File: src/rtl/mclk_watch_pkg.sv
package mclk_watch_pkg;

  // Low-power window tracking: running, stopped, waiting for stabilization
  typedef enum logic [1:0] {
    WIN_RUN  = 2'd0,
    WIN_STOP = 2'd1,
    WIN_STAB = 2'd2
  } win_state_e;

endpackage

File: src/rtl/mclk_sync.sv
module mclk_sync #(
  parameter int STAGES = 2
) (
  input  logic clk,
  input  logic rst_n,
  input  logic async_i,
  output logic sync_o
);

  logic [STAGES-1:0] chain_q;
  logic [STAGES-1:0] chain_n;

  always_comb begin
    chain_n[0] = async_i;
  end

  generate
    for (genvar i = 1; i < STAGES; i++) begin : g_stage
      always_comb begin
        chain_n[i] = chain_q[i-1];
      end
    end
  endgenerate

  always_ff @(posedge clk or negedge rst_n) begin
    if (!rst_n) begin
      chain_q <= '0;
    end else begin
      chain_q <= chain_n;
    end
  end

  assign sync_o = chain_q[STAGES-1];

endmodule

File: src/rtl/mclk_susp_ctl.sv
module mclk_susp_ctl
  import mclk_watch_pkg::*;
(
  input  logic clk,
  input  logic rst_n,
  input  logic en_set_i,
  input  logic stop_req_i,
  input  logic ost_done_i,
  input  logic subclk_i,
  input  logic halt_i,
  input  logic iosc_i,
  output logic en_o,
  output logic in_window_o,
  output logic active_o
);

  win_state_e state_q;
  win_state_e state_n;
  logic       en_q;
  logic       en_n;
  logic       suspend;

  // Enable: write-once, cleared only by reset
  always_comb begin
    en_n = en_q;
    if (en_set_i) begin
      en_n = 1'b1;
    end
  end

  // Stop / stabilization window tracking
  always_comb begin
    state_n = state_q;
    case (state_q)
      WIN_RUN: begin
        if (stop_req_i) state_n = WIN_STOP;
      end
      WIN_STOP: begin
        if (!stop_req_i) state_n = WIN_STAB;
      end
      WIN_STAB: begin
        if (stop_req_i)      state_n = WIN_STOP;
        else if (ost_done_i) state_n = WIN_RUN;
      end
      default: state_n = WIN_RUN;
    endcase
  end

  always_ff @(posedge clk or negedge rst_n) begin
    if (!rst_n) begin
      state_q <= WIN_RUN;
      en_q    <= 1'b0;
    end else begin
      state_q <= state_n;
      en_q    <= en_n;
    end
  end

  assign in_window_o = (state_q != WIN_RUN);
  assign suspend     = !iosc_i && (in_window_o || subclk_i || halt_i);
  assign en_o        = en_q;
  assign active_o    = en_q && !suspend;

endmodule

File: src/rtl/mclk_edge_miss.sv
module mclk_edge_miss #(
  parameter int MISS_LIMIT = 4,
  localparam int CNT_W = $clog2(MISS_LIMIT + 1)
) (
  input  logic             clk,
  input  logic             rst_n,
  input  logic             sync_i,
  input  logic             active_i,
  output logic [CNT_W-1:0] miss_cnt_o,
  output logic             edge_o,
  output logic             fault_o
);

  localparam logic [CNT_W-1:0] LAST = CNT_W'(MISS_LIMIT - 1);

  logic             prev_q;
  logic [CNT_W-1:0] cnt_q;
  logic [CNT_W-1:0] cnt_n;
  logic             fault_q;
  logic             fault_n;
  logic             tick_edge;

  assign tick_edge = sync_i ^ prev_q;

  always_comb begin
    cnt_n   = cnt_q;
    fault_n = fault_q;
    if (!active_i || tick_edge) begin
      cnt_n = '0;
    end else if (cnt_q == LAST) begin
      cnt_n   = '0;
      fault_n = 1'b1;
    end else begin
      cnt_n = cnt_q + 1'b1;
    end
  end

  always_ff @(posedge clk or negedge rst_n) begin
    if (!rst_n) begin
      prev_q  <= 1'b0;
      cnt_q   <= '0;
      fault_q <= 1'b0;
    end else begin
      prev_q  <= sync_i;
      cnt_q   <= cnt_n;
      fault_q <= fault_n;
    end
  end

  assign miss_cnt_o = cnt_q;
  assign edge_o     = tick_edge;
  assign fault_o    = fault_q;

endmodule

File: src/rtl/mclk_watch.sv
module mclk_watch #(
  parameter int MISS_LIMIT  = 4,
  parameter int SYNC_STAGES = 2,
  localparam int CNT_W = $clog2(MISS_LIMIT + 1)
) (
  input  logic ref_clk,
  input  logic rst_n,
  input  logic main_clk,
  input  logic mon_en_set,
  input  logic stop_req,
  input  logic ost_done,
  input  logic subclk_sel,
  input  logic main_halt,
  input  logic cpu_on_iosc,
  output logic mon_active,
  output logic loss_fault
);

  logic [1:0]       rst_pipe_q;
  logic             rst_int_n;
  logic             main_sync;
  logic             en_q;
  logic             in_window;
  logic             seen_edge;
  logic [CNT_W-1:0] miss_cnt;

  // Reset: asynchronous assertion, synchronous release
  always_ff @(posedge ref_clk or negedge rst_n) begin
    if (!rst_n) begin
      rst_pipe_q <= 2'b00;
    end else begin
      rst_pipe_q <= {rst_pipe_q[0], 1'b1};
    end
  end
  assign rst_int_n = rst_pipe_q[1];

  mclk_sync #(.STAGES(SYNC_STAGES)) u_sync (
    .clk     (ref_clk),
    .rst_n   (rst_int_n),
    .async_i (main_clk),
    .sync_o  (main_sync)
  );

  mclk_susp_ctl u_ctl (
    .clk         (ref_clk),
    .rst_n       (rst_int_n),
    .en_set_i    (mon_en_set),
    .stop_req_i  (stop_req),
    .ost_done_i  (ost_done),
    .subclk_i    (subclk_sel),
    .halt_i      (main_halt),
    .iosc_i      (cpu_on_iosc),
    .en_o        (en_q),
    .in_window_o (in_window),
    .active_o    (mon_active)
  );

  mclk_edge_miss #(.MISS_LIMIT(MISS_LIMIT)) u_miss (
    .clk        (ref_clk),
    .rst_n      (rst_int_n),
    .sync_i     (main_sync),
    .active_i   (mon_active),
    .miss_cnt_o (miss_cnt),
    .edge_o     (seen_edge),
    .fault_o    (loss_fault)
  );

endmodule

File: config.mk
export PLATFORM = sky130hd
export DESIGN_NAME = mclk_watch
export DESIGN_NICKNAME = d
export VERILOG_FILES = /design/src/rtl/mclk_watch_pkg.sv /design/src/rtl/mclk_sync.sv /design/src/rtl/mclk_susp_ctl.sv /design/src/rtl/mclk_edge_miss.sv /design/src/rtl/mclk_watch.sv
export SDC_FILE = /design/constraint.sdc
export NUM_CORES = 1
export LEC_CHECK = 0
export ABC_AREA = 0
export BUFFER_PORTS_ARGS = -buffer_cell sky130_fd_sc_hd__buf_4
export CAP_MARGIN = 10
export CORE_AREA = 2 2 39 41
export CTS_BUF_LIST = sky130_fd_sc_hd__clkbuf_16
export CTS_CLUSTER_DIAMETER = 100
export CTS_CLUSTER_SIZE = 12
export DETAILED_ROUTE_END_ITERATION = 12
export DIE_AREA = 0 0 41 43
export HOLD_SLACK_MARGIN = 0.1
export SETUP_SLACK_MARGIN = 0.4
export SLEW_MARGIN = 5
export SYNTH_ARGS = -nofsm -noshare
export SYNTH_HDL_FRONTEND = slang
export SYNTH_HIERARCHICAL = 1
export SYNTH_SLANG_ARGS = --single-unit
File: constraint.sdc
create_clock -name ref_clk -period 2.04 [get_ports ref_clk]
set_clock_uncertainty 0.05 [all_clocks]
set_input_delay 0.408 -clock ref_clk [delete_from_list [all_inputs] [get_ports ref_clk]]
set_output_delay 0.408 -clock ref_clk [all_outputs]
set_load 0.01 [all_outputs]
==> results of run 1 <==
==> metrics by stage <==
step	instance area, sq um	std cells	power [mW]	hold slack [ns]
finish	660.6	62	0.6825	0.1122
global route	660.6	62	0.7100	0.1412
CTS	660.6	62	0.6907	0.1214
detailed placement	550.5	55	0.3276	0.1240
global placement	550.5	55	0.3233	0.1087
floorplan	455.4	29	0.2964	0.06241
==> report_power, final <==
part,switching (mW),internal [mW],total (mW)
sequential,0.0129,0.256,0.269
combinational,0.0232,0.0386,0.0618
clock,0.0946,0.257,0.352
==> layout by cell type (no fill, tap or decap), types with 2 or more instances in the layout <==
cell type,count
buf_4,12
dfrtp_1,12
clkbuf_16,3
nor4b_2,2
==> metal layers <==
layer | vias up | GRT usage [%]
met5 | - | 0
met2 | 6 | 19.69
met4 | 0 | 6.000
li1 | 132 | -
met3 | 2 | 6.283
met1 | 147 | 13.73
==> worst max-delay path, cell delays in order, from the launching register on <==
cell and delay (ns):
dfrtp_1 0.39, nor4_2 0.25, o21a_1 0.17, buf_4 0.12
==> state kept, by name (all words and copies together), names as in the netlist <==
register	flops
u_miss/miss_cnt_o	3
rst_pipe_q	2
u_ctl/state_q	2
u_sync/chain_q	2
u_ctl/en_o	1
u_miss/fault_o	1
u_miss/prev_q	1
==> path summary, 6_finish.rpt <==
path / from / endpoint / slack (ns) / cells past startpoint
setup / recovery: u_ctl/state_q[0] / mon_active / 0.42 / 3
hold reg to reg: rst_pipe_q[1] / u_sync/chain_q[0] / 0.11 / 0
max in group asynchronous: rst_n / rst_pipe_q[0] / 1.42 / 2
hold / removal: rst_pipe_q[1] / u_sync/chain_q[0] / 0.11 / 0
setup reg to reg: u_ctl/state_q[0] / u_miss/miss_cnt_o[1] / 0.75 / 4
min in group ref_clk: main_clk / u_sync/chain_q[0] / 0.23 / 1
==> cell type report <==
type	count	area [sq um]
Clock buffer	3	75.07
Clock inverter	1	3.754
Fill cell	122	723.2
Inverter	1	3.754
Multi-Input combinational cell	16	157.7
Sequential cell	12	300.3
Tap cell	16	20.02
Timing Repair Buffer	13	100.1
==> what timing repair did <==
| action | CTS | global route |
|---|---|---|
| setup endpoints to repair | 1 | 1 |
| setup buffers | 2 | 0 |
| pin swaps | 2 | 1 |
| endpoints found under the hold margin | 2 | 0 |
| hold buffers | 1 | 0 |
| gates resized for setup | 1 | 0 |
==> metrics.txt, run 1 <==
outcome=finished clean; first-pass GRT wire length=~1.4 mm; Area Overhead vs Synth=45.05%; IR drop worst, VDD=472.5 uV; antenna violations before repair=0; Arr. time, crit path=1.16 ns; Post-Synthesis Cell Area=455.4 sq um; CTS Buf Count=3; total number of vias=287; Hold Violations, Final=0; GRT Util Overall=12.69%; Wirelength per Cell=13.35 um; Placement Rows=14; Remaining DRCs=0; largest net degree at the start of global routing=11; CTS Root Cell=clkbuf_16; CP Launch Type=flip-flop; crit path kind=reg -> out; worst-path fanout max=2; Final Core Density=47.74%; RSZ-0062 raised after global routing=yes; die height=43 um; Pre-antenna DRT Iters=4; die area=1763 sq um; Final Cycle Share=79.47%; Routed Antenna Nets=0; clock-pin slew on the worst setup and hold paths=0.04 ns; Via density=about 4.6; Syn Inst Count=29; highest routed layer=met4; fmax=616.8 MHz; Syn Area/Cell=between 15 and 20 sq um; final setup violating endpoints=0; total wire length=around 830 um; hpwl dp=approximately 600 um; met3 WL=between 30 and 40 um; IO Pins=11; Starting Density=approximately 33%; gr ovfl total=0; Port Buffer Count=10; syn nets=39; max-cap viol count=0; minimum clock period=1.621 ns; # diodes=0; worst setup margin=0.4188 ns; core area=1384 sq um; Leak Pwr=0.2946 nW; Synthesis Warnings=6; worst skew pair latency=0.24 ns; Power Density=just over 1000 nW/um^2; CTS tree=built; metal2 WL=466 um; Setup WS pre-CTS=0.4370 ns; CP endpoint kind=primary output; Final Wtd Congestion=0.6143; Required @ worst endpoint=1.58 ns; H-tree depth=1; die width=around 41 um; clk sink count=12; post-route setup TNS=0 ns; Hold Path Class=reg -> async; CTS max path bufs=2; nets@finish=57; metal1 wirelength=306 um; Initial DRC Count=1; vias in the first global route=325; share of post-route cells with drive strength above 1=between 40% and 50%; final slew viol count=0
No activity file was read; power rests on OpenSTA's default activity.
==> inputs of run 2 (changes only) <==
clock period = 1.67 ns   (was 2.04 ns; I/O delays follow)
==> run 2 against run 1 <==
Core utilization is 2.6 points higher. Flip-flop and latch count unchanged. Power is 24% higher. Critical endpoint unchanged. Largest cell class unchanged. Largest power group unchanged.
==> metrics.txt, run 2 (synthesized netlist as in run 1, its figures left out) <==
outcome=finished clean; Remaining DRCs=0; clock network fraction of total power=50.6%; Inst Count DP=55; Net Sw Frac=19.43%; post-route setup TNS=0 ns; # diodes=0; CTS tree=built; Final Cycle Share=91.87%; total power=roughly 0.85 mW; Power Density=around 1200 nW/um^2; Hold Path Class=reg -> async; clk sink count=12; final setup violating endpoints=0; H-tree depth=1; final slew viol count=0; RSZ-0062 raised after global routing=yes; commonest non-fill, non-tap cell in the layout=buf_4; IO Pins=11; Arr. time, crit path=1.15 ns; worst-path fanout max=2; largest net degree at the start of global routing=11; Pre-antenna DRT Iters=2; GRT Util Overall=12.05%; CTS max path bufs=2; Seq pwr share=roughly two fifths; max-cap viol count=0; Required @ worst endpoint=~1.3 ns; reg2reg setup slack=between 0.3 and 0.4 ns; share of post-route cells with drive strength above 1=48.94%; Placement Rows=14; Routed Antenna Nets=0; CP endpoint kind=primary output; r2r endpoint=u_miss/fault_o; Hold Violations, Final=0; worst reg2reg startpoint=u_ctl/state_q[0]; die height=roughly 43 um; minimum clock period=around 1.5 ns; die area=around 1800 sq um; CTS Root Cell=clkbuf_16; worst setup margin=0.1358 ns; Final Instance Count excl. Fillers=63; combinational share of power=10.6%; die width=41 um; Setup WS pre-CTS=around 0.23 ns; Area Overhead vs Synth=53.02%; Initial DRC Count=2; FF-to-FF path depth=5; IR drop worst, VDD=between 600 and 700 uV; crit path kind=reg -> out; hpwl dp=between 500 and 600 um; core area=1384 sq um; antenna violations before repair=0; most frequent cells in the layout=buf_4 (13), dfrtp_1 (12), clkbuf_16 (3); Port Buffer Count=10; vias in the first global route=about 330; Pint=0.6828 mW; Starting Density=32.91%; nets@finish=58; total number of vias=280; max reg flops=3; first-pass GRT wire length=1.324 mm; gr ovfl total=0; Wirelength per Cell=approximately 14 um; fmax=roughly 650 MHz; sw power=about 0.16 mW; Via density=approximately 4.4; total wire length=853 um; Final Wtd Congestion=around 0.61; Leak Pwr=around 0.31 nW; worst skew pair latency=~0.24 ns; CTS Buf Count=3; clock-pin slew on the worst setup and hold paths=0.04 ns; CP Launch Type=flip-flop
==> run 2: power by group through the flow <==
stage | clock [mW] | sequential (mW) | combinational, mW
after detailed placement | 0 | 0.333 | 0.0676
after global placement | 0 | 0.332 | 0.0633
final | 0.429 | 0.329 | 0.0895
after global routing | 0.461 | 0.334 | 0.0962
after CTS | 0.444 | 0.329 | 0.0820
after floorplan | 0 | 0.333 | 0.0290
==> run 2: routing by layer <==
metal  global-route usage, %  part of all wire (%)  up-vias
met3                   9.424                   4.9        0
met1                   12.94                    38      137
met5                       0                     0        -
met2                   17.50                    56        6
met4                   4.000                     0        0
li1                        -                     -      137
==> run 2: timing repair <==
item / CTS / global route
pin swaps: 2 / 1
endpoints found under the setup margin: 5 / 5
hold endpoints to repair: 2 / 0
hold buffers: 1 / 0
gates resized for setup: 2 / 3
setup buffers: 3 / 0
==> run 2: layout make-up <==
type                       count  area [sq um]
sequential                    12         300.3
clock buffer                   3         75.07
tap                           16         20.02
clock inverter                 1         3.754
fill                         126         686.9
inverter                       1         3.754
timing repair buffer          14         107.6
multi-input combinational     16         186.4
==> run 2: metrics by stage <==
stage	util, %	cell area, sq um	hold WS (ns)
global route	50.36	696.9	0.1324
finish	50.36	696.9	0.1046
global placement	39.78	550.5	0.06588
CTS	48.92	676.9	0.1186
floorplan	-	455.4	-0.01159
detailed placement	39.78	550.5	0.06708
==> run 2: critical path, cell delays in order (launching register included) <==
cell and delay, ns:
dfrtp_1 0.38, nor4_2 0.25, o21a_1 0.16, buf_4 0.12
==> run 2: worst max path at each step <==
stage | cells past startpoint | endpoint | from
after floorplan | 2 | mon_active | u_ctl/state_q[1]
after global placement | 4 | mon_active | subclk_sel
after detailed placement | 4 | mon_active | subclk_sel
after CTS | 3 | mon_active | u_ctl/state_q[0]
after global routing | 3 | mon_active | u_ctl/state_q[0]
final | 3 | mon_active | u_ctl/state_q[0]
==> inputs of run 3 (changes only) <==
CORE_AREA = 3 3 40 42   (was 2 2 39 41)
DIE_AREA = 0 0 43 45   (was 0 0 41 43)
==> run 3 against run 2 <==
Clock power fell by 2%. Sequential share of layout area increased by 0.23 points. Flip-flop and latch count unchanged. Highest routed layer is now met4.
==> metrics.txt, run 3 (synthesized netlist as in run 1, its figures left out) <==
# diodes=0; Wirelength per Cell=around 14 um; worst setup margin=0.1169 ns; final setup violating endpoints=0; die width=43 um; total wire length=873 um; CP Launch Type=flip-flop; largest net degree at the start of global routing=11; most frequent cells in the layout=buf_4 (12), dfrtp_1 (12), clkbuf_16 (3); nets@finish=58; Hold Violations, Final=0; minimum clock period=around 1.6 ns; CTS max path bufs=2; core area=~1300 sq um; CTS tree=built; Starting Density=35.44%; Area Overhead vs Synth=52.20%; CTS Root Cell=clkbuf_16; H-tree depth=1; Arr. time, crit path=1.17 ns; IR drop worst, VDD=735.8 uV; Remaining DRCs=0; Critical Path, Cell by Cell=nor4_2 -> o21a_1 -> buf_4; family with the most delay on the worst path=flip-flops; share of post-route cells with drive strength above 1=47.83%; max reg flops=3; die area=just under 2000 sq um; crit path buf inv count=1; post-route setup TNS=0 ns; clk sink count=12; die height=between 40 and 50 um; Initial DRC Count=1; Placement Rows=13; Power Density=between 1000 and 1500 nW/um^2; first-pass GRT wire length=1.483 mm; max-cap viol count=0; final slew viol count=0; Setup WS pre-CTS=between 0.2 and 0.3 ns; Required @ worst endpoint=about 1.3 ns; vias in the first global route=319; clock-pin slew on the worst setup and hold paths=0.04 ns; CTS Buf Count=3; gr ovfl total=0; total number of vias=294; antenna violations before repair=0; Hold Path Class=reg -> async; worst skew pair latency=0.24 ns; Final Cycle Share=between 90% and 100%; number of fill cells=between 100 and 150; GRT Util Overall=10.93%; worst-path fanout max=2; delay of the slowest cell on the worst path=between 0.3 and 0.4 ns; slowest CP cell=dfrtp_1; Pre-antenna DRT Iters=2; hpwl dp=573.5 um; Routed Antenna Nets=0; Via density=4.820; outcome=finished clean; Leak Pwr=0.3102 nW; RSZ-0062 raised after global routing=yes; Final Wtd Congestion=0.6092; Port Buffer Count=10; IO Pins=11; CP endpoint kind=primary output; fmax=643.9 MHz; crit path kind=reg -> out
==> run 3: repair_timing <==
action / 4_1_cts / 5_1_grt
gates resized for setup: 0 / 5
pin swaps: 2 / 2
buffers inserted: 2 / 1
endpoints found under the hold margin: 2 / 0
endpoints found under the setup margin: 1 / 5
hold buffers: 1 / 0
==> run 3: final timing paths <==
kind                                       start           endpoint  slack, ns  cells past startpoint
worst max-delay path            u_ctl/state_q[0]         mon_active       0.12                      3
worst min-delay path               rst_pipe_q[1]   u_ctl/state_q[1]       0.11                      0
worst max register to register  u_ctl/state_q[0]     u_miss/fault_o       0.30                      6
worst min register to register     rst_pipe_q[1]   u_ctl/state_q[1]       0.11                      0
max in group asynchronous                  rst_n      rst_pipe_q[1]       1.10                      2
min in group ref_clk                    main_clk  u_sync/chain_q[0]       0.16                      1
==> run 3: power breakdown <==
part | leakage, nW | internal [mW] | switching [mW]
Combinational | 0.127 | 0.0569 | 0.0335
Clock | 0.0370 | 0.311 | 0.110
Sequential | 0.146 | 0.313 | 0.0169
Total | 0.310 | 0.680 | 0.161
==> run 3: area by class of cell <==
cell class	instances	area [sq um]	share of cell area (%)
Inverter	1	3.754	0.5415
Multi-Input combinational cell	16	183.9	26.53
Tap cell	15	18.77	2.708
Timing Repair Buffer	14	111.4	16.07
Clock buffer	3	75.07	10.83
Sequential cell	12	300.3	43.32
==> run 3: layer usage <==
metal	global-route usage, %	wire, um	up-vias
li1	-	-	133
met4	9.036	28	0
met5	0	0	-
met3	2.789	27	4
met2	16.77	467	5
met1	12.94	349	152
==> run 3: stage by stage <==
step / std cells / hold slack, ns / cell area [sq um] / utilization (%) / total power, mW
after floorplan: 29 / -0.01159 / 455.4 / - / 0.3620
after global placement: 54 / 0.06579 / 549.3 / 42.75 / 0.3953
after detailed placement: 54 / 0.06699 / 549.3 / 42.75 / 0.3999
after CTS: 60 / 0.1219 / 649.4 / 50.54 / 0.8293
after global routing: 61 / 0.1458 / 693.2 / 53.94 / 0.8743
final: 61 / 0.1055 / 693.2 / 53.94 / 0.8409
